## config.mk

```make
export PLATFORM = sky130hd
export DESIGN_NAME = mdio_master
export DESIGN_NICKNAME = d
export VERILOG_FILES = /design/src/rtl/mdio_pkg.sv /design/src/rtl/mdio_clkgen.sv /design/src/rtl/mdio_tx.sv /design/src/rtl/mdio_rx.sv /design/src/rtl/mdio_master.sv
export SDC_FILE = /design/constraint.sdc
export NUM_CORES = 1
export LEC_CHECK = 0
export BUFFER_PORTS_ARGS = -buffer_cell sky130_fd_sc_hd__buf_2
export CELL_PAD_IN_SITES_DETAIL_PLACEMENT = 0
export CELL_PAD_IN_SITES_GLOBAL_PLACEMENT = 1
export CORE_MARGIN = 1
export CORE_UTILIZATION = 43
export DETAILED_ROUTE_END_ITERATION = 10
export PLACE_DENSITY_LB_ADDON = 0.1
export SLEW_MARGIN = 20
export SYNTH_ARGS = -nofsm -noshare
export SYNTH_HDL_FRONTEND = slang
export SYNTH_SLANG_ARGS = --single-unit
```

## constraint.sdc

```tcl
create_clock -name clk -period 2.2 [get_ports clk]
set_input_delay 0.55 -clock clk [delete_from_list [all_inputs] [get_ports clk]]
set_output_delay 0.55 -clock clk [all_outputs]
set_load 0.02 [all_outputs]
```

## src/rtl/mdio_pkg.sv

```systemverilog
// Package: shared frame geometry and helpers for the MDIO master.
// Assumes clause-22 style frames of fixed 64-bit length.
package mdio_pkg;
    localparam int FRAME_BITS = 64;
    localparam int PRE_BITS   = 32;
    localparam int ADDR_BITS  = 5;
    localparam int DATA_BITS  = 16;
    localparam int IDX_W      = $clog2(FRAME_BITS);
    localparam int TA_IDX     = 46;   // first turnaround bit
    localparam int DATA_IDX   = 48;   // first data bit

    typedef enum logic [1:0] {
        OPC_WRITE = 2'b01,
        OPC_READ  = 2'b10
    } mdio_opc_e;

    // Assemble the outgoing bit stream, first bit in the MSB.
    function automatic logic [FRAME_BITS-1:0] build_frame(
        input logic                 rd,
        input logic [ADDR_BITS-1:0] pa,
        input logic [ADDR_BITS-1:0] ra,
        input logic [DATA_BITS-1:0] wd
    );
        logic [1:0] opc;
        logic [1:0] ta;
        logic [DATA_BITS-1:0] dat;
        opc = rd ? 2'(OPC_READ) : 2'(OPC_WRITE);
        ta  = rd ? 2'b11 : 2'b10;
        dat = rd ? {DATA_BITS{1'b1}} : wd;
        return {{PRE_BITS{1'b1}}, 2'b01, opc, pa, ra, ta, dat};
    endfunction
endpackage

```

## src/rtl/mdio_clkgen.sv

```systemverilog
// Module: MDC generator. Runs only while a frame is active; MDC idles low.
// Gives one-cycle strobes on the system-clock edge that raises or lowers MDC.
// Assumes HALF_DIV >= 2.
module mdio_clkgen #(
    parameter int HALF_DIV = 10
) (
    input  logic clk,
    input  logic rst_n,
    input  logic run,
    output logic mdc,
    output logic rise_stb,
    output logic fall_stb
);
    localparam int CW = (HALF_DIV > 1) ? $clog2(HALF_DIV) : 1;
    localparam logic [CW-1:0] LAST = CW'(HALF_DIV - 1);

    logic [CW-1:0] cnt;

    // Half-period counter and MDC toggle.
    always_ff @(posedge clk) begin
        if (!rst_n || !run) begin
            cnt <= '0;
            mdc <= 1'b0;
        end else if (cnt == LAST) begin
            cnt <= '0;
            mdc <= ~mdc;
        end else begin
            cnt <= cnt + 1'b1;
        end
    end

    // Edge strobes for the frame logic.
    always_comb begin
        rise_stb = run && (cnt == LAST) && !mdc;
        fall_stb = run && (cnt == LAST) &&  mdc;
    end
endmodule

```

## src/rtl/mdio_tx.sv

```systemverilog
// Module: frame transmitter. Loads the whole frame and shifts it out one
// bit per MDC fall. Drops the output enable at the read turnaround or at
// the end of the frame. Assumes bit_idx is the index of the bit on the line.
module mdio_tx
    import mdio_pkg::*;
(
    input  logic                  clk,
    input  logic                  rst_n,
    input  logic                  load,
    input  logic [FRAME_BITS-1:0] frame,
    input  logic                  shift,
    input  logic                  is_read,
    input  logic [IDX_W-1:0]      bit_idx,
    output logic                  mdio_o,
    output logic                  mdio_oe
);
    localparam logic [IDX_W-1:0] REL_IDX  = IDX_W'(TA_IDX - 1);
    localparam logic [IDX_W-1:0] LAST_IDX = IDX_W'(FRAME_BITS - 1);

    logic [FRAME_BITS-1:0] sr;

    // Shift register and driver enable.
    always_ff @(posedge clk) begin
        if (!rst_n) begin
            sr      <= '1;
            mdio_oe <= 1'b0;
        end else if (load) begin
            sr      <= frame;
            mdio_oe <= 1'b1;
        end else if (shift) begin
            sr <= {sr[FRAME_BITS-2:0], 1'b1};
            if (bit_idx == LAST_IDX || (is_read && bit_idx == REL_IDX))
                mdio_oe <= 1'b0;
        end
    end

    // Current bit is always the MSB.
    always_comb mdio_o = sr[FRAME_BITS-1];
endmodule

```

## src/rtl/mdio_rx.sv

```systemverilog
// Module: read capture. Samples MDIO at MDC rises during a read. It checks
// the second turnaround bit and gathers the data MSB first. The results are
// published only at frame end.
module mdio_rx
    import mdio_pkg::*;
(
    input  logic                 clk,
    input  logic                 rst_n,
    input  logic                 sample,
    input  logic                 finish,
    input  logic                 is_read,
    input  logic [IDX_W-1:0]     bit_idx,
    input  logic                 mdio_i,
    output logic [DATA_BITS-1:0] rd_data,
    output logic                 ta_err
);
    localparam logic [IDX_W-1:0] TA2_IDX = IDX_W'(TA_IDX + 1);
    localparam logic [IDX_W-1:0] D0_IDX  = IDX_W'(DATA_IDX);

    logic [DATA_BITS-1:0] sh;
    logic                 ta_bad;

    // Bit capture during the read tail.
    always_ff @(posedge clk) begin
        if (!rst_n) begin
            sh     <= '0;
            ta_bad <= 1'b0;
        end else if (sample && is_read) begin
            if (bit_idx == TA2_IDX)
                ta_bad <= mdio_i;
            if (bit_idx >= D0_IDX)
                sh <= {sh[DATA_BITS-2:0], mdio_i};
        end
    end

    // Result publication at frame end.
    always_ff @(posedge clk) begin
        if (!rst_n) begin
            rd_data <= '0;
            ta_err  <= 1'b0;
        end else if (finish) begin
            if (is_read)
                rd_data <= sh;
            ta_err <= is_read && ta_bad;
        end
    end
endmodule

```

## src/rtl/mdio_master.sv

```systemverilog
// Module: MDIO management master top. It accepts one request at a time,
// runs the 64-bit frame and reports the result with a done pulse.
// Assumes the external pad resolves mdio_o/mdio_oe with a pull-up.
module mdio_master
    import mdio_pkg::*;
#(
    parameter int HALF_DIV = 10
) (
    input  logic                 clk,
    input  logic                 rst_n,
    input  logic                 start,
    input  logic                 rd_nwr,
    input  logic [ADDR_BITS-1:0] phy_addr,
    input  logic [ADDR_BITS-1:0] reg_addr,
    input  logic [DATA_BITS-1:0] wr_data,
    output logic [DATA_BITS-1:0] rd_data,
    output logic                 busy,
    output logic                 done,
    output logic                 ta_err,
    output logic                 mdc,
    output logic                 mdio_o,
    output logic                 mdio_oe,
    input  logic                 mdio_i
);
    localparam logic [IDX_W-1:0] LAST_IDX = IDX_W'(FRAME_BITS - 1);

    logic             accept;
    logic             rise_stb;
    logic             fall_stb;
    logic             is_read;
    logic             finish;
    logic [IDX_W-1:0] bit_idx;

    // Request acceptance and end-of-frame detection.
    always_comb begin
        accept = start && !busy;
        finish = fall_stb && (bit_idx == LAST_IDX);
    end

    // Frame sequencer: busy flag, bit index, direction, done pulse.
    always_ff @(posedge clk) begin
        if (!rst_n) begin
            busy    <= 1'b0;
            done    <= 1'b0;
            is_read <= 1'b0;
            bit_idx <= '0;
        end else begin
            done <= 1'b0;
            if (accept) begin
                busy    <= 1'b1;
                is_read <= rd_nwr;
                bit_idx <= '0;
            end else if (finish) begin
                busy <= 1'b0;
                done <= 1'b1;
            end else if (fall_stb) begin
                bit_idx <= bit_idx + 1'b1;
            end
        end
    end

    mdio_clkgen #(.HALF_DIV(HALF_DIV)) u_clkgen (
        .clk      (clk),
        .rst_n    (rst_n),
        .run      (busy),
        .mdc      (mdc),
        .rise_stb (rise_stb),
        .fall_stb (fall_stb)
    );

    mdio_tx u_tx (
        .clk     (clk),
        .rst_n   (rst_n),
        .load    (accept),
        .frame   (build_frame(rd_nwr, phy_addr, reg_addr, wr_data)),
        .shift   (fall_stb),
        .is_read (is_read),
        .bit_idx (bit_idx),
        .mdio_o  (mdio_o),
        .mdio_oe (mdio_oe)
    );

    mdio_rx u_rx (
        .clk     (clk),
        .rst_n   (rst_n),
        .sample  (rise_stb),
        .finish  (finish),
        .is_read (is_read),
        .bit_idx (bit_idx),
        .mdio_i  (mdio_i),
        .rd_data (rd_data),
        .ta_err  (ta_err)
    );
endmodule

```

==> results by stage, run 1 <==
Outcome:
- The flow ran to the end, and the final reports show no timing, DRC or antenna violations.

Layout:
- Leaving out fill and tap cells, the most frequent cell in the layout is sky130_fd_sc_hd__nand2_1.
- The share of layout cells above drive strength 1 is 17.5%.
- The repair_antennas step left the layout with diodes totalling 0.
- The count of cells in the finished layout, fillers not included, comes to 700.
- The library cells used most frequently in the layout, excluding fill and tap cells, are sky130_fd_sc_hd__nand2_1 (133), sky130_fd_sc_hd__dfxtp_1 (113), sky130_fd_sc_hd__buf_2 (52).
- At the end of the flow, the number of nets in the layout was 589.
- The fill cell total of the finished layout is 930.
- The area added between synthesis and finish is 23.1%.

Timing:
- After routing, the total negative slack on setup checks comes to 0 ns.
- The final setup skew is 0.00808 ns.
- After layout, the worst path uses 83.2% of the clock period.
- Measured against its own limit, the worst slew margin works out to 45.8%.
- Setup repair after global routing left no endpoint under its margin.
- The number of max-slew violations in the final report is 0.
- At the pin with the least slew margin, the transition time is 0.810 ns.
- The highest attainable clock frequency is 0.546 GHz.
- The number of endpoints with negative hold slack in the final report is 0.
- Counting I/O delays and the setup requirement, the final critical path takes 1.83 ns.
- Setup violations remaining at the end of the flow were counted as 0.

Die:
- The area of the die is 0.0107 mm2.
- 53 I/O pins were placed.
- After floorplanning, the core was sized to cover 0.00986 mm2.
- The die is 104 um tall.
- From left edge to right edge, the die measures 104 um.
- Once the floorplan was initialized, standard cells occupied 45.0% of the core.
- After floorplanning, the core was divided into 36 placement rows.

Synth:
- The sequential area share after synthesis is 51.0%.
- The top cell type by total area after synthesis is sky130_fd_sc_hd__dfxtp_1.
- The top cell type's share of synthesized area is 51.0%.
- The area of the mapped netlist is 0.00443 mm2.
- Synthesis produced a netlist whose cell count is 506.
- Yosys mapped the design onto 42 distinct sky130hd cell types.
- For this run, the number of Yosys warnings is 0.
- The flip-flop and latch count after synthesis is 113.
- After synthesis, the cell types taking the most area are sky130_fd_sc_hd__dfxtp_1 (51%), sky130_fd_sc_hd__nand2_1 (11%), sky130_fd_sc_hd__mux2i_1 (5.2%), sky130_fd_sc_hd__nand3_1 (4.6%), sky130_fd_sc_hd__a221o_1 (2.9%).
- Each instance of the synthesized netlist takes up on average 8.76 um2.
- Synthesis produced a netlist with a net count of 541.

Setup path:
- For the worst setup path, the data arrival time is 2.28 ns.
- The worst setup path is launched from a register.
- The worst-case reg-to-reg path depth is 6.
- The source of the critical timing path is u_clkgen.cnt[1].
- Following the worst setup path forward leads to its endpoint at u_tx.sr[11].
- The number of buffers and inverters on the critical path is 1.
- Traced cell by cell, the critical path runs through inv_1 > ha_1 > nand4b_4 > nor2_4 > nor2_1 > a221o_1.
- On the critical path the largest part of the delay comes from simple AND/OR/NAND/NOR gates.
- The setup slack of the most critical reg-to-reg path is 0.37 ns.
- Of all nets on the critical path, the largest fanout is 13.
- The number of stages on the worst setup path is 6.
- The critical register-to-register path endpoint is u_tx.sr[11].
- For this design, the slowest cell found on the critical path is sky130_fd_sc_hd__nor2_1.
- STA classifies the critical path endpoint as a register.
- The worst register-to-register path begins at u_clkgen.cnt[1].
- The critical path class is register to register.
- The worst path required time is 2.65 ns.
- The largest stage delay on the critical path is 0.63 ns.

Placed design:
- The final RePlAce weighted congestion is 0.734.
- The quantity of I/O buffers inserted on ports is 52.
- The wire-length estimate of the detail-placed layout is 5290 um.
- In this run, placement finished with an instance count of 668.

Routing:
- Before antenna repair, the detailed router went through 4 iterations.
- The number of DRC markers in iteration 0 is 141.
- Detailed routing inserted a total of 3,526 vias.
- The via density per instance is 5.04.
- After detailed routing, the average wire length per cell comes to 12.3 um.
- In the routed design, unresolved DRC markers number 0.
- For this block, the routed nets add up to 8580 um of wire.
- The remaining number of nets flagged by the antenna check after routing is 0.

GRT:
- Entering global routing, the biggest net connects 61 pins.
- The overflow left after global routing is 0.
- The first-pass GRT wire length is 15,200 um.
- The overall fraction of global-route tracks in use is 17.3%.
- The number of antenna violations at the first check in global routing is 0.
- The number of global-route vias before repair is 3,286.

CTS:
- The clock root buffer is sky130_fd_sc_hd__clkbuf_8.
- TritonCTS built the clock tree.
- Hold repair after CTS inserted 0 buffers.
- Buffers added to address setup during post-CTS repair amount to 0.
- The tree built by TritonCTS fans out to 113 sinks.
- In this run, post-CTS repair resized a total of 0 instances.
- The clock transition at the register clock pins on the worst setup and hold paths after CTS is 0.06 ns.
- The maximum root-to-sink buffer count is 2.
- The insertion delay to the later sink of the worst-skew pair is 0.51 ns.
- The number of CTS-inserted buffers is 17.
- The H-tree level count is 4.

Power and ir drop:
- The total power divided by cell area is 938 mW/mm2.
- The leakage power summed over all cells is 2.26 nW.
- The design draws 5.12 mW.
- The maximum VDD drop is 0.000449 V.

Min path:
- The path type of the worst min-delay path is input pin to register.

Flow run:
- The tool flagged a number of max-cap violations equal to 0.
cells in the mapped netlist (all sizes together):
master	n
nand2	133
dfxtp	113
nand3	41
nor2	24
clkbuf	23
mux2i	23
o21ai	19
a21boi	17
nor2b	17
a221o	13
a31oi	12
buf	10
nor3b	10
a21oi	5
inv	5
ha	4
nor3	4
and2	3
and3	3
nand2b	3
nor4	3
a22oi	2
nand4	2
o211ai	2
or3	2
xnor2	2
xor2	2
and2b	1
and4	1
and4b	1
nand3b	1
nand4b	1
o311ai	1
o31ai	1
or2	1
or4	1
metrics by stage:
stage | area, um2 | hold slack [ns] | utilization (%) | setup WS (ns)
2_1_floorplan | 4430 | 0.434 | - | 0.511
5_1_grt | 5460 | 0.301 | 55.3 | 0.198
3_3_place_gp | 4850 | 0.436 | 49.2 | 0.384
6_report | 5460 | 0.320 | 55.3 | 0.369
4_1_cts | 5460 | 0.297 | 55.3 | 0.367
3_5_place_dp | 4850 | 0.440 | 49.2 | 0.301
power breakdown:
| group | leakage (nW) | internal, mW | switching [mW] |
|---|---|---|---|
| Clock | 0.283 | 1.83 | 0.946 |
| Combinational | 1.06 | 0.0945 | 0.117 |
| Sequential | 0.919 | 2.10 | 0.0328 |
| Total | 2.26 | 4.03 | 1.10 |
cell type report:
class                   count  area [um2]  area share [%]
inverters                   5        18.8           0.344
clock buffers              18         418            7.66
well taps                 133         166            3.05
clock inverters            14         190            3.48
repair buffers             62         385            7.06
multi-input cells         355        2020            37.0
flip-flops and latches    113        2260            41.4
registers in the layout, summed over array words and instances, names as in the netlist:
| name | cells |
|---|---|
| u_rx.rd_data | 16 |
| u_clkgen.mdc | 1 |
| u_rx.ta_err | 1 |
| u_tx.sr | 64 |
| done | 1 |
| busy | 1 |
| u_tx.mdio_oe | 1 |
| bit_idx | 6 |
| u_clkgen.cnt | 4 |
| u_rx.ta_bad | 1 |
| is_read | 1 |
| u_rx.sh | 16 |
worst register-to-register path, cell delays in order, from the launching register on:
cell and delay [ns]:
sky130_fd_sc_hd__dfxtp_1 0.36, sky130_fd_sc_hd__inv_1 0.06, sky130_fd_sc_hd__ha_1 0.23, sky130_fd_sc_hd__nand4b_4 0.16, sky130_fd_sc_hd__nor2_4 0.06, sky130_fd_sc_hd__nor2_1 0.63
sky130_fd_sc_hd__a221o_1 0.27
logic make-up after synthesis:
kind of cell / Yosys count / share of synthesized area (%)
flops: 113 / 51.0
fa+ha+maj: 4 / 1.13
mux: 23 / 5.19
compound gates: 72 / 11.6
buf+inv: 38 / 3.58
xor+xnor: 4 / 0.790
simple gates: 252 / 26.7
worst min-delay path by stage:
| stage | cells after the start | slack (ns) | from | to |
|---|---|---|---|---|
| finish | 3 | 0.32 | reg_addr[3] | u_tx.sr[21] |
| global route | 3 | 0.30 | phy_addr[2] | u_tx.sr[25] |
| CTS | 3 | 0.30 | phy_addr[2] | u_tx.sr[25] |
| detailed placement | 2 | 0.44 | u_rx.rd_data[10] | u_rx.rd_data[10] |
| global placement | 2 | 0.44 | u_rx.rd_data[8] | u_rx.rd_data[8] |
| floorplan | 1 | 0.43 | u_clkgen.cnt[0] | u_clkgen.cnt[0] |
routing by layer:
metal  vias up  part of all wire (%)  track usage (%)  wire (um)
met2        60                    45             27.1       3830
li1       1830                     -                -          -
met4         0                   1.2             6.21        103
met1      1625                    51             22.1       4370
met3        11                   3.2             5.92        272
met5         -                     0                0          0
Note: power is estimated with default switching activity, not from simulation.
==> inputs of run 2 (changes only) <==
- clock period: 2.2 -> 1.85 ns (I/O delays scaled with it)
==> run 2 against run 1 <==
Effect of this change: utilization increased by 0.19 points; sequential power rose by 19%; sequential cell count is the same; hold slack lost 0.10 ns; cell area grew 0.34%; die area is the same; clock power increased by 6%; count of clock-buffer cells in the layout up 2; register-to-register slack got worse by 0.28 ns; largest cell class unchanged; largest power group unchanged.
==> results by stage, run 2 (synthesis gave the netlist of run 1 again) <==
Min path:
- The path type of the worst min-delay path is input pin to register.

GRT:
- The overall fraction of global-route tracks in use is 17.2% (-0.088 points).
- The first-pass GRT wire length is 15,000 um (-1.4%).
- The number of global-route vias before repair is 3,249 (-1.1%).
- The overflow left after global routing is 0 (unchanged).
- The largest net degree at the start of global routing was 61 (unchanged).
- The number of antenna violations at the first check in global routing is 0 (unchanged).

Placed design:
- The quantity of I/O buffers inserted on ports is 52 (unchanged).
- The count of placed standard cells including taps is 673 (+0.75%).
- The final RePlAce weighted congestion is 0.803 (+9.4%).
- The placed wire-length estimate is 5390 um (+1.9%).
- The total cell area at the placement stage is 0.00489 mm2 (+0.77%).

Timing:
- The slew at the pin closest to its max-slew limit is 0.328 ns (-0.482 ns).
- The count of endpoints failing setup in the final report is 0 (unchanged).
- Setup repair after global routing left no endpoint under its margin.
- The summed negative setup slack over all endpoints is 0 ns (unchanged).
- The number of endpoints with negative hold slack in the final report was 0 (unchanged).
- The worst hold slack across all endpoints came to 0.218 ns (-0.101 ns).
- The final setup skew is 0.00769 ns (-0.000392 ns).
- The relative slew slack is 77.9% (+32 points).
- The highest attainable clock frequency is 0.568 GHz (+4.0%).
- The final period demand of the worst path is 1.76 ns (-0.0700 ns).
- The number of max-slew violations in the final report is 0 (unchanged).
- The final period utilization is 95.2% (+12 points).

Routing:
- The sum of routed wire length over all layers is 8830 um (+3.0%).
- The via density per instance is 5.04 (+0.11%).
- The number of iterations in the first detailed-routing pass is 4 (unchanged).
- The number of DRC markers in iteration 0 is 111 (-21%).
- The detail-routed net length per standard cell is 12.5 um (+2.0%).
- The number of vias after detailed routing is 3,565 (+1.1%).
- The total DRC errors in the routed layout is 0 (unchanged).
- The remaining number of nets flagged by the antenna check after routing is 0 (unchanged).

CTS:
- The TritonCTS clock tree is done.
- The number of CTS-inserted buffers is 17 (unchanged).
- The maximum root-to-sink buffer count is 2 (unchanged).
- The number of clock sinks came to 113 (unchanged).
- The H-tree level count is 4 (unchanged).
- The clock transition at the register clock pins on the worst setup and hold paths after CTS is 0.05 ns (about the same).
- The insertion delay to the later sink of the worst-skew pair came to 0.51 ns (about the same).
- The tree is rooted in a sky130_fd_sc_hd__clkbuf_8.

Layout:
- The largest registers in the layout are u_tx.sr: 64 flops, u_rx.rd_data: 16 flops, u_rx.sh: 16 flops.
- The antenna diode instance count is 0 (unchanged).
- The register with the most flip-flops in the final layout is u_tx.sr.
- The final cell area excluding filler cells is 0.00548 mm2 (+0.34%).
- Leaving out fill and tap cells, the most frequent cell in the layout is sky130_fd_sc_hd__nand2_1.
- The number of flip-flops in the largest register is 64 (unchanged).
- The fill cell total of the finished layout is 925 (-0.54%).
- The final core utilization was 55.5% (+0.19 points).
- The filler-free cell count of the finished design came to 707 (+1.0%).
- The share of layout cells above drive strength 1 is 18.6% (+1.2 points).
- The layout net count is 596 (+1.2%).
- In the layout the commonest cells are sky130_fd_sc_hd__nand2_1 (132), sky130_fd_sc_hd__dfxtp_1 (113), sky130_fd_sc_hd__buf_2 (52).
- The area growth from synthesis to layout is 23.5%.

Power and ir drop:
- The total power divided by cell area is 1050 mW/mm2 (+12%).
- The maximum VDD drop is 0.000520 V (+16%).
- The leakage power summed over all cells is 2.28 nW (+0.77%).

Die:
- The area of the core came to 0.00986 mm2 (unchanged).
- The width of the die is 104 um (unchanged).
- The count of standard-cell rows is 36 (unchanged).
- The die boundary height is 104 um (unchanged).
- The area of the die is 0.0107 mm2 (unchanged).
- The initial core utilization is 45.0% (unchanged).
- The number of primary I/O pins was 53 (unchanged).

Outcome:
- The run finished with clean final reports.

Setup path:
- The largest individual stage delay along the critical path comes from the cell sky130_fd_sc_hd__dfxtp_1.
- The setup slack of the most critical reg-to-reg path is 0.09 ns (-0.28 ns).
- The signal on the critical path passes through inv_1 > ha_1 > buf_4 > nand4b_4 > nor2_4 > buf_4 > clkbuf_16 > a221o_1.
- The element type at the critical path start is a register.
- The number of buffers and inverters on the critical path was 4 (+3).
- The largest fanout of any net on the critical path was 30 (+17).
- The cell that appears most often on the critical path is sky130_fd_sc_hd__buf_4.
- The largest stage delay on the critical path is 0.35 ns (-0.28 ns).
- On the critical path the largest part of the delay comes from buffers and inverters.
- The critical path class is register to register.
- The worst path required time is 2.24 ns (-0.41 ns).
- The critical path data arrival time is 2.15 ns (-0.13 ns).
- The critical path endpoint category is a register.

Flow run:
- The max-capacitance violation count is 0 (unchanged).
[run 2: cell count changes in the layout (fill, tap and decap cells not counted), sizes merged]
cell	before	now
buf	62	68
bufinv	4	1
clkinv	5	4
inv	5	7
clkbuf	18	21
[run 2: area by class of cell]
cell class,instances,area (um2),share of cell area [%]
Clock buffer,20,445,8.13
Clock inverter,12,109,1.99
Inverter,5,18.8,0.343
Multi-Input combinational cell,355,2020,36.9
Sequential cell,113,2260,41.3
Tap cell,133,166,3.04
Timing Repair Buffer,69,455,8.31
[run 2: worst reg2reg max path: cells and delay by family (launching register included)]
family	cells	cell delay, ns
fa+ha+maj	1	0.21
flops	1	0.35
compound gates	1	0.36
simple gates	2	0.20
buf+inv	4	0.54
[run 2: worst paths after layout]
check | from | end | depth (start not counted)
max | u_clkgen.cnt[1] | u_tx.sr[9] | 8
min | rst_n | u_tx.sr[31] | 2
max reg2reg | u_clkgen.cnt[1] | u_tx.sr[9] | 8
min reg2reg | u_rx.rd_data[5] | u_rx.rd_data[5] | 2
[run 2: where the power goes]
group | switching [mW] | internal, mW | total (mW)
combinational | 0.143 | 0.119 | 0.261
clock | 1.11 | 1.85 | 2.96
sequential | 0.0360 | 2.50 | 2.53
[run 2: timing repair]
action                                  in CTS  in global routing
setup buffers                                0                  1
hold buffers                                 0                  0
resized for setup                            0                  1
endpoints found under the setup margin       0                  3
[run 2: routing by layer]
metal / GRT usage (%) / wire length [um] / vias to the layer above
met5: 0 / 0 / -
met4: 9.01 / 133 / 0
met3: 4.41 / 327 / 10
met2: 26.9 / 4030 / 64
met1: 22.0 / 4330 / 1649
li1: - / - / 1842
[run 2: stage by stage]
step | power, mW | setup WS (ns)
global route | 5.99 | 0.0222
global placement | 2.84 | 0.168
floorplan | 2.74 | 0.161
CTS | 5.83 | 0.0885
finish | 5.75 | 0.0893
detailed placement | 2.85 | 0.0915
==> inputs of run 3 (changes only) <==
- ABC_AREA: not set -> 1
- CORE_MARGIN: 1 -> 2
- CORE_UTILIZATION: 43 -> 42
- clock period: 1.85 -> 2 ns (I/O delays scaled with it)
==> run 3 against run 2 <==
Effect of this change: sequential share of layout area decreased by 0.45 points; sequential cell count stayed put; non-clock buffer count fell by 4; combinational power shrank 12%; via count is 8.8% higher; count of clock-buffer cells in the layout rose by 2; area after synthesis grew 2.0%; hold slack worse by 0.020 ns; first-iteration DRC count rose by 53%; utilization is 2.1 points lower; sequential power down 8%; largest power group unchanged.
==> results by stage, run 3 <==
Outcome:
- The run finished with clean final reports.

Synth:
- The sequential area share after synthesis was 50.0% (-1.0 points).
- The top cell type by total area after synthesis is sky130_fd_sc_hd__dfxtp_1.
- The count of yosys warnings during synthesis was 0 (unchanged).
- The share of the synthesized area in compound gates (AO/OA/AOI/OAI) was 3.07% (-8.5 points).
- The area of the mapped netlist came to 0.00452 mm2 (+2.0%).
- The net count after synthesis is 655 (+21%).
- After synthesis, the cell types taking the most area are sky130_fd_sc_hd__dfxtp_1 (50%), sky130_fd_sc_hd__nand2_1 (18%), sky130_fd_sc_hd__nand3_1 (7.1%), sky130_fd_sc_hd__nor2_1 (6.9%), sky130_fd_sc_hd__nand4_1 (3.7%).
- The fraction of the mapped netlist area in simple logic gates is 38.3% (+12 points).
- The multiplexer area fraction after synthesis is 0% (-5.2 points).
- sky130_fd_sc_hd__nand2_1 is the most common cell in the netlist.
- The number of enable flip-flop cells after synthesis is 0 (unchanged).
- The synthesized instance count was 620 (+23%).
- The share of async-settable or async-resettable flops after synthesis is 0% (unchanged).
- The top cell type's share of synthesized area is 50.0% (-1.0 points).
- The number of distinct library cells after synthesis is 25 (-40%).
- The xor and xnor area share after synthesis is 0.775% (-0.016 points).
- The dominant combinational cell family by area after synthesis is simple AND/OR/NAND/NOR gates.
- In the synthesized netlist, the cells that appear most often are sky130_fd_sc_hd__nand2_1 (216), sky130_fd_sc_hd__dfxtp_1 (113), sky130_fd_sc_hd__nor2_1 (83).
- The area share of fa/ha/maj cells after synthesis was 1.11% (-0.022 points).
- The average footprint of a synthesized cell was 7.30 um2 (-17%).
- The flip-flop and latch count after synthesis came to 113 (unchanged).
- The main flop type after synthesis is sky130_fd_sc_hd__dfxtp_1.

Layout:
- The area of combinational cells with multiple inputs was 0.00196 mm2 (-3.2%).
- The most flop-heavy register is u_tx.sr.
- The layout net count was 704 (+18%).
- The fill cell total of the finished layout is 1,084 (+17%).
- The area added between synthesis and finish is 22.4%.
- The final cell area excluding filler cells is 0.00554 mm2 (+1.1%).
- The largest registers in the layout are u_tx.sr: 64 flops, u_rx.rd_data: 16 flops, u_rx.sh: 16 flops.
- In the layout the commonest cells are sky130_fd_sc_hd__nand2_1 (216), sky130_fd_sc_hd__dfxtp_1 (113), sky130_fd_sc_hd__nor2_1 (83).
- The leading cell type in the layout, fill and taps excluded is sky130_fd_sc_hd__nand2_1.
- The register cell area after layout is 0.00226 mm2 (unchanged).
- The number of flip-flops in the largest register is 64 (unchanged).
- The antenna diode instance count was 0 (unchanged).
- The filler-free cell count of the finished design came to 818 (+16%).
- The share of layout cells above drive strength 1 is 15.4% (-3.2 points).

Placed design:
- The quantity of I/O buffers inserted on ports came to 52 (unchanged).
- The final RePlAce weighted congestion is 0.730 (-9.1%).
- The total cell area at the placement stage is 0.00489 mm2 (+0.13%).
- The placed wire-length estimate was 6030 um (+12%).
- The count of placed standard cells including taps came to 786 (+17%).

CTS:
- The number of CTS-inserted buffers is 17 (unchanged).
- The clock root buffer is sky130_fd_sc_hd__clkbuf_8.
- The H-tree level count was 4 (unchanged).
- TritonCTS built the clock tree.
- The number of gates given a new drive strength after cts was 0 (unchanged).
- The clock transition at the register clock pins on the worst setup and hold paths after CTS is 0.06 ns (about the same).
- The number of clock sinks is 113 (unchanged).
- The maximum root-to-sink buffer count was 2 (unchanged).
- The buffers inserted during post-CTS setup optimization is 0 (unchanged).
- The hold buffer count at cts is 0 (unchanged).
- The insertion delay to the later sink of the worst-skew pair is 0.51 ns (about the same).

Routing:
- The via density per instance is 4.74 (-5.9%).
- The detail-routed net length per standard cell is 11.3 um (-9.5%).
- The number of vias after detailed routing was 3,880 (+8.8%).
- The sum of routed wire length over all layers came to 9250 um (+4.7%).
- The total DRC errors in the routed layout is 0 (unchanged).
- The number of iterations in the first detailed-routing pass was 5 (+1).
- The remaining number of nets flagged by the antenna check after routing is 0 (unchanged).
- The number of DRC markers in iteration 0 is 170 (+53%).

Timing:
- The final period utilization is 87.3%.
- Subtracting the final worst setup slack from the clock period gives 1.75 ns.
- The final setup skew is 0.00707 ns (-0.000615 ns).
- The slew at the pin closest to its max-slew limit is 0.452 ns (+0.124 ns).
- The summed negative setup slack over all endpoints was 0 ns (unchanged).
- The number of max-slew violations in the final report came to 0 (unchanged).
- The number of endpoints with negative hold slack in the final report is 0 (unchanged).
- The count of endpoints failing setup in the final report is 0 (unchanged).
- Setup repair after global routing left no endpoint under its margin.
- The highest attainable clock frequency is 0.573 GHz.
- The relative slew slack is 69.8% (-8.2 points).

Setup path:
- The largest fanout of any net on the critical path is 7 (-77%).
- The largest stage delay on the critical path is 0.50 ns (+0.15 ns).
- The worst setup path is captured at a primary output.
- The critical path data arrival time came to 1.25 ns (-0.90 ns).
- The library cell contributing the largest single delay on the critical path is sky130_fd_sc_hd__dfxtp_1.
- The critical path class is register to primary output.
- The element type at the critical path start is a register.
- Walking the worst path, the cells encountered are buf_2.
- The kind of cell with the highest combined delay along the critical path is flip-flops.
- The number of buffers and inverters on the critical path is 1 (-3).
- The worst path required time is 1.50 ns (-0.74 ns).

GRT:
- The overflow left after global routing is 0 (unchanged).
- The largest net degree at the start of global routing is 64 (+4.9%).
- The first-pass GRT wire length was 16,200 um (+8.3%).
- The overall fraction of global-route tracks in use is 17.6% (+0.40 points).
- The number of antenna violations at the first check in global routing came to 0 (unchanged).
- The number of global-route vias before repair came to 3,611 (+11%).

Power and ir drop:
- The total power of the final layout is 5.80 mW (+0.84%).
- The total power divided by cell area came to 1050 mW/mm2 (-0.25%).
- The leakage power summed over all cells came to 2.69 nW (+18%).
- The maximum VDD drop came to 0.000409 V (-21%).

Die:
- The initial core utilization came to 43.6% (-1.3 points).
- The width of the die was 108 um (+4.1%).
- The area of the die was 0.0116 mm2 (+8.3%).
- The die boundary height is 108 um (+4.1%).
- The count of standard-cell rows is 37 (+2.8%).
- The number of primary I/O pins is 53 (unchanged).
- The area of the core is 0.0104 mm2 (+5.1%).

Min path:
- The tightest min-delay check is of the input pin to register type.

Flow run:
- The max-capacitance violation count is 0 (unchanged).
run 3: cell count changes in the layout (fill, tap and decap cells not counted), sizes merged, moves of 12 or more:
cell	change
nor2b	-17
a221o	-13
o21ai	-16
inv	+29
nor2	+65
mux2i	-23
a21oi	+17
nand3	+24
nand4	+25
a21boi	-17
a31oi	-12
nand2	+84
run 3: per-stage QoR:
| stage | hold WS, ns | util (%) | setup slack [ns] |
|---|---|---|---|
| after floorplan | 0.429 | - | 0.535 |
| after global placement | 0.436 | 47.2 | 0.390 |
| after detailed placement | 0.442 | 47.2 | 0.350 |
| after CTS | 0.173 | 53.4 | 0.221 |
| after global routing | 0.186 | 53.4 | 0.172 |
| final | 0.198 | 53.4 | 0.254 |
run 3: where the power goes:
group / switching [mW] / internal [mW]
logic: 0.145 / 0.0857
registers: 0.0349 / 2.31
clock network: 0.987 / 2.24
run 3: per-layer routing:
metal	GRT usage, %	wire length [um]
met2	26.6	4070
met3	5.81	469
met4	7.05	85
met5	0	0
met1	23.3	4620
run 3: cell type report:
type                            count  share of cell area, %
Sequential cell                   113                   40.8
Inverter                           36                   2.44
Timing Repair Buffer               65                   6.69
Multi-Input combinational cell    436                   35.3
Clock inverter                     10                   3.25
Tap cell                          136                   3.07
Clock buffer                       22                   8.36
run 3: worst paths after layout:
path                         from     endpoint  slack, ns  cells after the start
setup / recovery             busy         busy       0.25                      1
hold / removal        wr_data[11]  u_tx.sr[11]       0.20                      3
setup reg to reg  u_clkgen.cnt[0]   bit_idx[2]       0.34                      7
hold reg to reg       u_tx.sr[52]  u_tx.sr[53]       0.45                      2
run 3: cell families (layout without fill, tap and decap cells):
| kind of cell | Yosys count | count (layout) |
|---|---|---|
| simple gates | 401 | 401 |
| flops | 113 | 113 |
| buf+inv | 71 | 133 |
| fa+ha+maj | 4 | 4 |
| compound gates | 27 | 27 |
| xor+xnor | 4 | 4 |
